$ cat config.mk
export PLATFORM = sky130hd
export DESIGN_NAME = drum_xfer_ctl
export DESIGN_NICKNAME = d
export VERILOG_FILES = /design/src/rtl/drum_pkg.sv /design/src/rtl/drum_cmd_decode.sv /design/src/rtl/drum_rotor.sv /design/src/rtl/drum_sector_seq.sv /design/src/rtl/drum_xfer_ctl.sv
export SDC_FILE = /design/constraint.sdc
export NUM_CORES = 1
export LEC_CHECK = 0
export ABC_AREA = 1
export ABC_CLOCK_PERIOD_IN_PS = 5000
export CAP_MARGIN = 30
export CORE_ASPECT_RATIO = 2
export CORE_MARGIN = 2
export CORE_UTILIZATION = 48
export CTS_BUF_LIST = sky130_fd_sc_hd__clkbuf_8
export DETAILED_ROUTE_END_ITERATION = 6
export MAX_ROUTING_LAYER = met4
export PLACE_DENSITY = 0.9
export SETUP_SLACK_MARGIN = 0.1
export SLEW_MARGIN = 10
export SYNTH_ARGS = -nofsm -noshare
export SYNTH_HDL_FRONTEND = slang
export SYNTH_HIERARCHICAL = 1
export SYNTH_SLANG_ARGS = --single-unit
$ cat constraint.sdc
create_clock -name clk -period 5 [get_ports clk]
set_input_delay 1.25 -clock clk [delete_from_list [all_inputs] [get_ports clk]]
set_output_delay 1.25 -clock clk [all_outputs]
set_load 0.05 [all_outputs]
$ cat src/rtl/drum_pkg.sv
package drum_pkg;
  typedef enum logic [1:0] {SEQ_IDLE, SEQ_WAIT, SEQ_XFER} seq_state_t;

  typedef struct packed {
    logic load_ma;
    logic func_wr;
    logic skip_done;
    logic clr_flags;
    logic sel_sector;
    logic skip_ok;
    logic cont;
  } io_cmd_t;

  localparam logic [1:0] GRP_ADDR = 2'd0;
  localparam logic [1:0] GRP_SECT = 2'd1;
  localparam logic [1:0] GRP_STAT = 2'd2;
  localparam logic [5:0] LOAD_MASK = 6'o27;
  localparam logic [5:0] LOAD_CODE = 6'o06;
endpackage

$ cat src/rtl/drum_cmd_decode.sv
module drum_cmd_decode
  import drum_pkg::*;
(
  input  logic       io_strobe,
  input  logic [1:0] io_sel,
  input  logic [5:0] io_pulse,
  output io_cmd_t    cmd
);
  logic g_addr, g_sect, g_stat;

  assign g_addr = io_strobe && (io_sel == GRP_ADDR);
  assign g_sect = io_strobe && (io_sel == GRP_SECT);
  assign g_stat = io_strobe && (io_sel == GRP_STAT);

  always_comb begin
    cmd            = '0;
    cmd.load_ma    = g_addr && ((io_pulse & LOAD_MASK) == LOAD_CODE);
    cmd.func_wr    = io_pulse[5];
    cmd.skip_done  = g_sect && io_pulse[0];
    cmd.clr_flags  = g_sect && io_pulse[1];
    cmd.sel_sector = g_sect && io_pulse[2];
    cmd.skip_ok    = g_stat && io_pulse[0];
    cmd.cont       = g_stat && io_pulse[2];
  end
endmodule

$ cat src/rtl/drum_rotor.sv
module drum_rotor #(
  parameter int WPT       = 512,
  parameter int WORD_TIME = 10
) (
  input  logic                   clk,
  input  logic                   rst_n,
  output logic                   step,
  output logic [$clog2(WPT)-1:0] pos_next
);
  localparam int POS_W = $clog2(WPT);
  localparam int DIV_W = $clog2(WORD_TIME + 1);

  logic [DIV_W-1:0] div;
  logic [POS_W-1:0] pos;

  assign step     = (div == DIV_W'(WORD_TIME - 1));
  assign pos_next = (pos == POS_W'(WPT - 1)) ? '0 : pos + 1'b1;

  always_ff @(posedge clk or negedge rst_n) begin
    if (!rst_n) begin
      div <= '0;
      pos <= '0;
    end else begin
      div <= step ? '0 : div + 1'b1;
      if (step) pos <= pos_next;
    end
  end
endmodule

$ cat src/rtl/drum_sector_seq.sv
module drum_sector_seq
  import drum_pkg::*;
#(
  parameter int WORD_W    = 18,
  parameter int MA_W      = 16,
  parameter int WPS       = 256,
  parameter int SPT       = 2,
  parameter int SECTORS   = 512,
  parameter int LOCK_GRP  = 16,
  parameter int MEM_WORDS = 65536,
  localparam int SEC_W    = $clog2(SECTORS),
  localparam int WPS_W    = $clog2(WPS),
  localparam int SPT_W    = $clog2(SPT),
  localparam int POS_W    = SPT_W + WPS_W,
  localparam int LG_W     = $clog2(LOCK_GRP),
  localparam int LOCK_W   = SECTORS / LOCK_GRP
) (
  input  logic                    clk,
  input  logic                    rst_n,
  input  io_cmd_t                 cmd,
  input  logic [WORD_W-1:0]       io_ac,
  input  logic                    step,
  input  logic [POS_W-1:0]        pos_next,
  input  logic [LOCK_W-1:0]       lock_mask,
  output logic                    io_skip,
  output logic                    done,
  output logic [MA_W-1:0]         mem_addr,
  input  logic [WORD_W-1:0]       mem_rdata,
  output logic                    mem_wr_valid,
  input  logic                    mem_wr_ready,
  output logic [WORD_W-1:0]       mem_wdata,
  output logic [SEC_W+WPS_W-1:0]  drm_addr,
  input  logic [WORD_W-1:0]       drm_rdata,
  output logic                    drm_wr_valid,
  input  logic                    drm_wr_ready,
  output logic [WORD_W-1:0]       drm_wdata
);
  localparam logic [32:0] MEM_LIM = 33'(MEM_WORDS);

  seq_state_t       state;
  logic [SEC_W-1:0] sec;
  logic [MA_W-1:0]  ma;
  logic [WPS_W-1:0] wcnt;
  logic             fn_wr;
  logic             err;
  logic             in_range, locked, xfer, advance, aligned, last_word;
  logic [POS_W-1:0] target;

  assign target    = {sec[SPT_W-1:0], {WPS_W{1'b0}}};
  assign aligned   = step && (pos_next == target);
  assign in_range  = 33'(ma) < MEM_LIM;
  assign locked    = lock_mask[sec[SEC_W-1:LG_W]];
  assign xfer      = (state == SEQ_XFER);
  assign last_word = (wcnt == WPS_W'(WPS - 1));

  assign mem_wr_valid = xfer && !fn_wr && in_range;
  assign drm_wr_valid = xfer && fn_wr && !locked;
  assign advance      = xfer && (fn_wr ? (locked || drm_wr_ready)
                                       : (!in_range || mem_wr_ready));

  assign mem_addr  = ma;
  assign mem_wdata = drm_rdata;
  assign drm_addr  = {sec, wcnt};
  assign drm_wdata = mem_rdata;

  assign io_skip = (cmd.skip_done && done) || (cmd.skip_ok && !err);

  always_ff @(posedge clk or negedge rst_n) begin
    if (!rst_n) begin
      state <= SEQ_IDLE;
      sec   <= '0;
      ma    <= '0;
      wcnt  <= '0;
      fn_wr <= 1'b0;
      done  <= 1'b0;
      err   <= 1'b0;
    end else begin
      unique case (state)
        SEQ_WAIT: if (aligned) begin
          state <= SEQ_XFER;
          wcnt  <= '0;
        end
        SEQ_XFER: if (advance) begin
          ma <= ma + 1'b1;
          if (fn_wr && locked) err <= 1'b1;
          if (last_word) begin
            sec   <= sec + 1'b1;
            done  <= 1'b1;
            state <= SEQ_IDLE;
          end else begin
            wcnt <= wcnt + 1'b1;
          end
        end
        default: ;
      endcase
      // commands override transfer activity in the same cycle
      if (cmd.load_ma) begin
        ma    <= io_ac[MA_W-1:0];
        fn_wr <= cmd.func_wr;
      end
      if (cmd.clr_flags || cmd.cont) begin
        done <= 1'b0;
        err  <= 1'b0;
      end
      if (cmd.sel_sector) begin
        sec   <= io_ac[SEC_W-1:0];
        state <= SEQ_WAIT;
      end
      if (cmd.cont) state <= SEQ_WAIT;
    end
  end
endmodule

$ cat src/rtl/drum_xfer_ctl.sv
module drum_xfer_ctl
  import drum_pkg::*;
#(
  parameter int WORD_W    = 18,
  parameter int MA_W      = 16,
  parameter int WPS       = 256,
  parameter int SPT       = 2,
  parameter int TRACKS    = 256,
  parameter int WORD_TIME = 10,
  parameter int LOCK_GRP  = 16,
  parameter int MEM_WORDS = 65536,
  localparam int SECTORS  = SPT * TRACKS,
  localparam int WPT      = SPT * WPS,
  localparam int DA_W     = $clog2(SECTORS) + $clog2(WPS),
  localparam int LOCK_W   = SECTORS / LOCK_GRP
) (
  input  logic              clk,
  input  logic              rst_n,
  input  logic              io_strobe,
  input  logic [1:0]        io_sel,
  input  logic [5:0]        io_pulse,
  input  logic [WORD_W-1:0] io_ac,
  output logic              io_skip,
  output logic              irq,
  input  logic [LOCK_W-1:0] lock_mask,
  output logic [MA_W-1:0]   mem_addr,
  input  logic [WORD_W-1:0] mem_rdata,
  output logic              mem_wr_valid,
  input  logic              mem_wr_ready,
  output logic [WORD_W-1:0] mem_wdata,
  output logic [DA_W-1:0]   drm_addr,
  input  logic [WORD_W-1:0] drm_rdata,
  output logic              drm_wr_valid,
  input  logic              drm_wr_ready,
  output logic [WORD_W-1:0] drm_wdata
);
  io_cmd_t                  cmd;
  logic                     step;
  logic [$clog2(WPT)-1:0]   pos_next;
  logic                     done;

  drum_cmd_decode u_dec (
    .io_strobe (io_strobe),
    .io_sel    (io_sel),
    .io_pulse  (io_pulse),
    .cmd       (cmd)
  );

  drum_rotor #(.WPT(WPT), .WORD_TIME(WORD_TIME)) u_rot (
    .clk      (clk),
    .rst_n    (rst_n),
    .step     (step),
    .pos_next (pos_next)
  );

  drum_sector_seq #(
    .WORD_W(WORD_W), .MA_W(MA_W), .WPS(WPS), .SPT(SPT),
    .SECTORS(SECTORS), .LOCK_GRP(LOCK_GRP), .MEM_WORDS(MEM_WORDS)
  ) u_seq (
    .clk          (clk),
    .rst_n        (rst_n),
    .cmd          (cmd),
    .io_ac        (io_ac),
    .step         (step),
    .pos_next     (pos_next),
    .lock_mask    (lock_mask),
    .io_skip      (io_skip),
    .done         (done),
    .mem_addr     (mem_addr),
    .mem_rdata    (mem_rdata),
    .mem_wr_valid (mem_wr_valid),
    .mem_wr_ready (mem_wr_ready),
    .mem_wdata    (mem_wdata),
    .drm_addr     (drm_addr),
    .drm_rdata    (drm_rdata),
    .drm_wr_valid (drm_wr_valid),
    .drm_wr_ready (drm_wr_ready),
    .drm_wdata    (drm_wdata)
  );

  assign irq = done;
endmodule

==> impl_metrics.csv, run 1 <==
group,metric,value,unit
outcome,status,"finished clean",
global_route,grt_pass1_vias,3869,
timing,timing.final.crit_period,4.55,ns
floorplanning,std_cell_rows,46,
hold_path,min_path_type,"reg2reg",
finish,diodes,0,
pwr,power.density,357,mW/mm^2
clock_tree,clock_sinks,51,
critical_path,critical_path_buf_inv_count,2,
drt,initialDrtViolationCount,276,
yosys,seq_area_frac_synth,0.322,
timing,fin_hold_ws,0.518,ns
clock_tree,numCtsBuffers,5,
timing,timing.final.crit_share,0.909,
pwr,total_power,1.70,mW
drt,drcViolationCount,0,
yosys,synth_compound_area_frac,0.0680,
yosys,synthXorXnorAreaFrac,0.0332,
critical_path,cp_top_family,"buffers and inverters",
critical_path,crit_arrival,3.30,ns
finish,area_growth,20.0,%
finish,multi_input_area,0.00203,sq mm
clock_tree,clockRootBuffer,"clkbuf_8",
yosys,synth_mux_area_frac,0.00253,
critical_path,cp_cell_sequence,"clkdlybuf4s50_1 -> nand2_1 -> nand3_1 -> nand3_1 -> nand2_1 -> nor2_1 -> nand2_2 -> a211oi_1 -> clkdlybuf4s50_1",
timing,setup_violations,0,
drt,wl_per_cell,14.1,um
place,io_buffers,96,
clock_tree,clockBufferDepth,2,
drt,wl,10500,um
yosys,synth.avg_cell_area,6.69,sq um
floorplanning,die_w,68.2,um
pwr,cellLeakagePower,2.27,nW
pwr,power.switching,0.810,mW
yosys,ys_types,37,
timing,maxSlewViolCount,0,
finish,finalNetCount,753,
clock_tree,cts-resized-gates,0,
place,post-dp-hpwl,7810,um
timing,hold_viol_final,0,
finish,drive_gt1_frac,0.0464,
pwr,clockPowerShare,0.138,
drt,via_count,3944,
pwr,seqPwrFrac,0.350,
clock_tree,cts_post_setup_buffers_inserted,0,
job,max_cap_viol_count,0,
place,gp_congestion,0.858,
critical_path,max_stage_delay,0.84,ns
clock_tree,ctsHoldBuffers,0,
global_route,grt_antenna_before_repair,0,
finish,fillers,741,
timing,rsz0062_at_grt,"false",
yosys,synth_top_family_by_area,"simple AND/OR/NAND/NOR gates",
clock_tree,cts_tree,"built",
pwr,peakVddDrop,0.309,mV
pwr,share_comb_of_total_power,0.512,
timing,tns,0,ns
drt,avgViaCountPerCell,5.31,
timing,clock-skew-final,0.00451,ns
floorplanning,start_util,0.498,
floorplanning,die_y,132,um
timing,fmax,0.220,GHz
clock_tree,htreeDepth,2,
yosys,synth-simple-area-share,0.385,
yosys,syn_nets,699,
yosys,yosysWarnings,6,
pwr,p_int,0.886,mW
critical_path,crit_slowest_cell,"clkdlybuf4s50_1",
global_route,grt_pass1_wl,16600,um
drt,first_pass_iters,5,
timing,maxSlewHeadroom,0.559,
finish,seqCellArea,0.00128,sq mm
critical_path,worstSetupPathType,"in2out",
critical_path,worstPathRequired,3.75,ns
yosys,async_reset_ff_frac,1.00,
timing,tightest_slew,0.662,ns
floorplanning,design.core.area,0.00794,sq mm
clock_tree,clock_latency,0.31,ns
yosys,syn_area,0.00396,sq mm
pwr,swShare,0.477,
floorplanning,ioPinCount,172,
yosys,syn_inst,592,
global_route,grt-ovfl-total,0,
global_route,grt_start_max_net_pins,52,
global_route,grt.total_usage,0.240,
critical_path,endpoint_kind,"output pin",
yosys,synthAdderAreaFrac,0.0253,
drt,ant_nets,0,
yosys,ys.flop_type,"dfrtp_1",
critical_path,critPathLaunchType,"input pin",
yosys,synth-seq-cells,51,
critical_path,critPathMaxFanout,2,
yosys,synth-edff-count,0,
clock_tree,clk_pin_slew,0.09,ns
floorplanning,dieArea,0.00903,sq mm
[worst register-to-register path: stages, from the launching register on]
cell and delay, ns:
dfrtp_1 0.43, ha_1 0.20, nand2_1 0.09, nor4_1 0.37, ha_1 0.35, inv_1 0.08, o21ai_0 0.08, nor2_1 0.09
nor4_1 0.25, nand4_1 0.13, nand2_1 0.09, nand2_1 0.05, inv_1 0.09, nand2_4 0.14, nand2_1 0.11, o21ai_1 0.07
[power by group through the flow]
stage	registers, mW	logic (mW)	clock network, mW
5_1_grt	0.608	0.932	0.256
2_1_floorplan	0.782	0.492	0
4_1_cts	0.593	0.866	0.241
3_3_place_gp	0.595	0.832	0
6_report	0.594	0.868	0.234
3_5_place_dp	0.599	0.861	0
[worst paths after layout]
check,startpoint,to,slack (ns),cells past startpoint
worst max register to register,u_rot/pos[1]$_DFFE_PN0P_,u_seq/wcnt[3]$_DFFE_PN0P_,2.28,15
worst max-delay path,lock_mask[31],drm_wr_valid,0.45,9
max in group asynchronous,rst_n,u_seq/wcnt[0]$_DFFE_PN0P_,3.51,2
worst min register to register,u_rot/pos[7]$_DFFE_PN0P_,u_rot/pos[7]$_DFFE_PN0P_,0.52,2
min in group asynchronous,rst_n,u_seq/mem_addr[1]$_DFFE_PN0P_,1.03,2
worst min-delay path,u_rot/pos[7]$_DFFE_PN0P_,u_rot/pos[7]$_DFFE_PN0P_,0.52,2
[cell families after synthesis]
family | after synthesis
xor+xnor | 15
simple gates | 347
fa+ha+maj | 8
compound gates | 50
mux | 1
flops | 51
buf+inv | 120
[synthesized netlist by cell type (7+ instances only)]
cell,count,area [sq um]
nand2_1,201,754
nor3_1,7,35.0
nand4_1,9,56.3
o21ai_1,14,70.1
o21ai_0,23,115
nand3_1,58,290
ha_1,8,100
buf_4,38,285
buf_6,7,78.8
inv_1,63,236
a21oi_1,7,35.0
nor2_1,46,173
xor2_1,12,105
dfrtp_1,51,1280
[stage by stage]
stage                     setup WS [ns]  utilization  instance area [sq um]  cells
after floorplan                   0.829            -                   3960    592
after global placement            0.478        0.588                   4670    735
after detailed placement          0.473        0.588                   4670    735
after CTS                         0.459        0.598                   4750    743
after global routing              0.382        0.598                   4750    743
final                             0.454        0.598                   4750    743
[flip-flops by register name, indices dropped and copies added (netlist names)]
signal	cells
u_rot/div	4
u_seq/state	2
u_seq/err	1
u_seq/fn_wr	1
u_seq/sec	9
u_seq/done	1
u_seq/mem_addr	16
u_seq/wcnt	8
u_rot/pos	9
[layout by cell type, fill, tap and decap left out, drive strengths merged]
| master | n |
|---|---|
| xor2 | 12 |
| o21ai | 38 |
| or2 | 3 |
| and3 | 2 |
| clkdlybuf4s50 | 95 |
| ha | 8 |
| and2 | 1 |
| nor2 | 47 |
| clkinv | 3 |
| nor3 | 8 |
| buf | 5 |
| nand2 | 208 |
| a211oi | 1 |
| a21oi | 7 |
| clkbuf | 5 |
| nor4 | 2 |
| nand3b | 4 |
| nor3b | 1 |
| nand4 | 10 |
| nand3 | 61 |
| dfrtp | 51 |
| xnor2 | 3 |
| mux2i | 1 |
| inv | 67 |
| a22o | 2 |
| o21bai | 2 |
[routing by layer]
metal | part of all wire | GRT usage | wire length (um) | vias up
li1 | - | - | - | 1932
met1 | 0.36 | 0.246 | 3750 | 1814
met2 | 0.54 | 0.416 | 5600 | 160
met3 | 0.068 | 0.0357 | 711 | 38
met4 | 0.038 | 0.132 | 397 | 0
met5 | 0 | - | 0 | -
[cell type report]
| type | instances | share of cell area |
|---|---|---|
| Multi-Input combinational cell | 421 | 0.428 |
| Sequential cell | 51 | 0.269 |
| Timing Repair Buffer | 100 | 0.208 |
| Inverter | 67 | 0.0530 |
| Tap cell | 96 | 0.0253 |
| Clock buffer | 5 | 0.0145 |
| Clock inverter | 3 | 0.00264 |
(Power assumes the default switching activity.)
==> run 2: changes to the inputs <==
- HOLD_SLACK_MARGIN: not set -> 0.02
- SLEW_MARGIN: 10 -> 0
- TNS_END_PERCENT: not set -> 1
==> results of run 2 <==
Same layout as run 1: the final DEF is identical, and so are final timing and power.
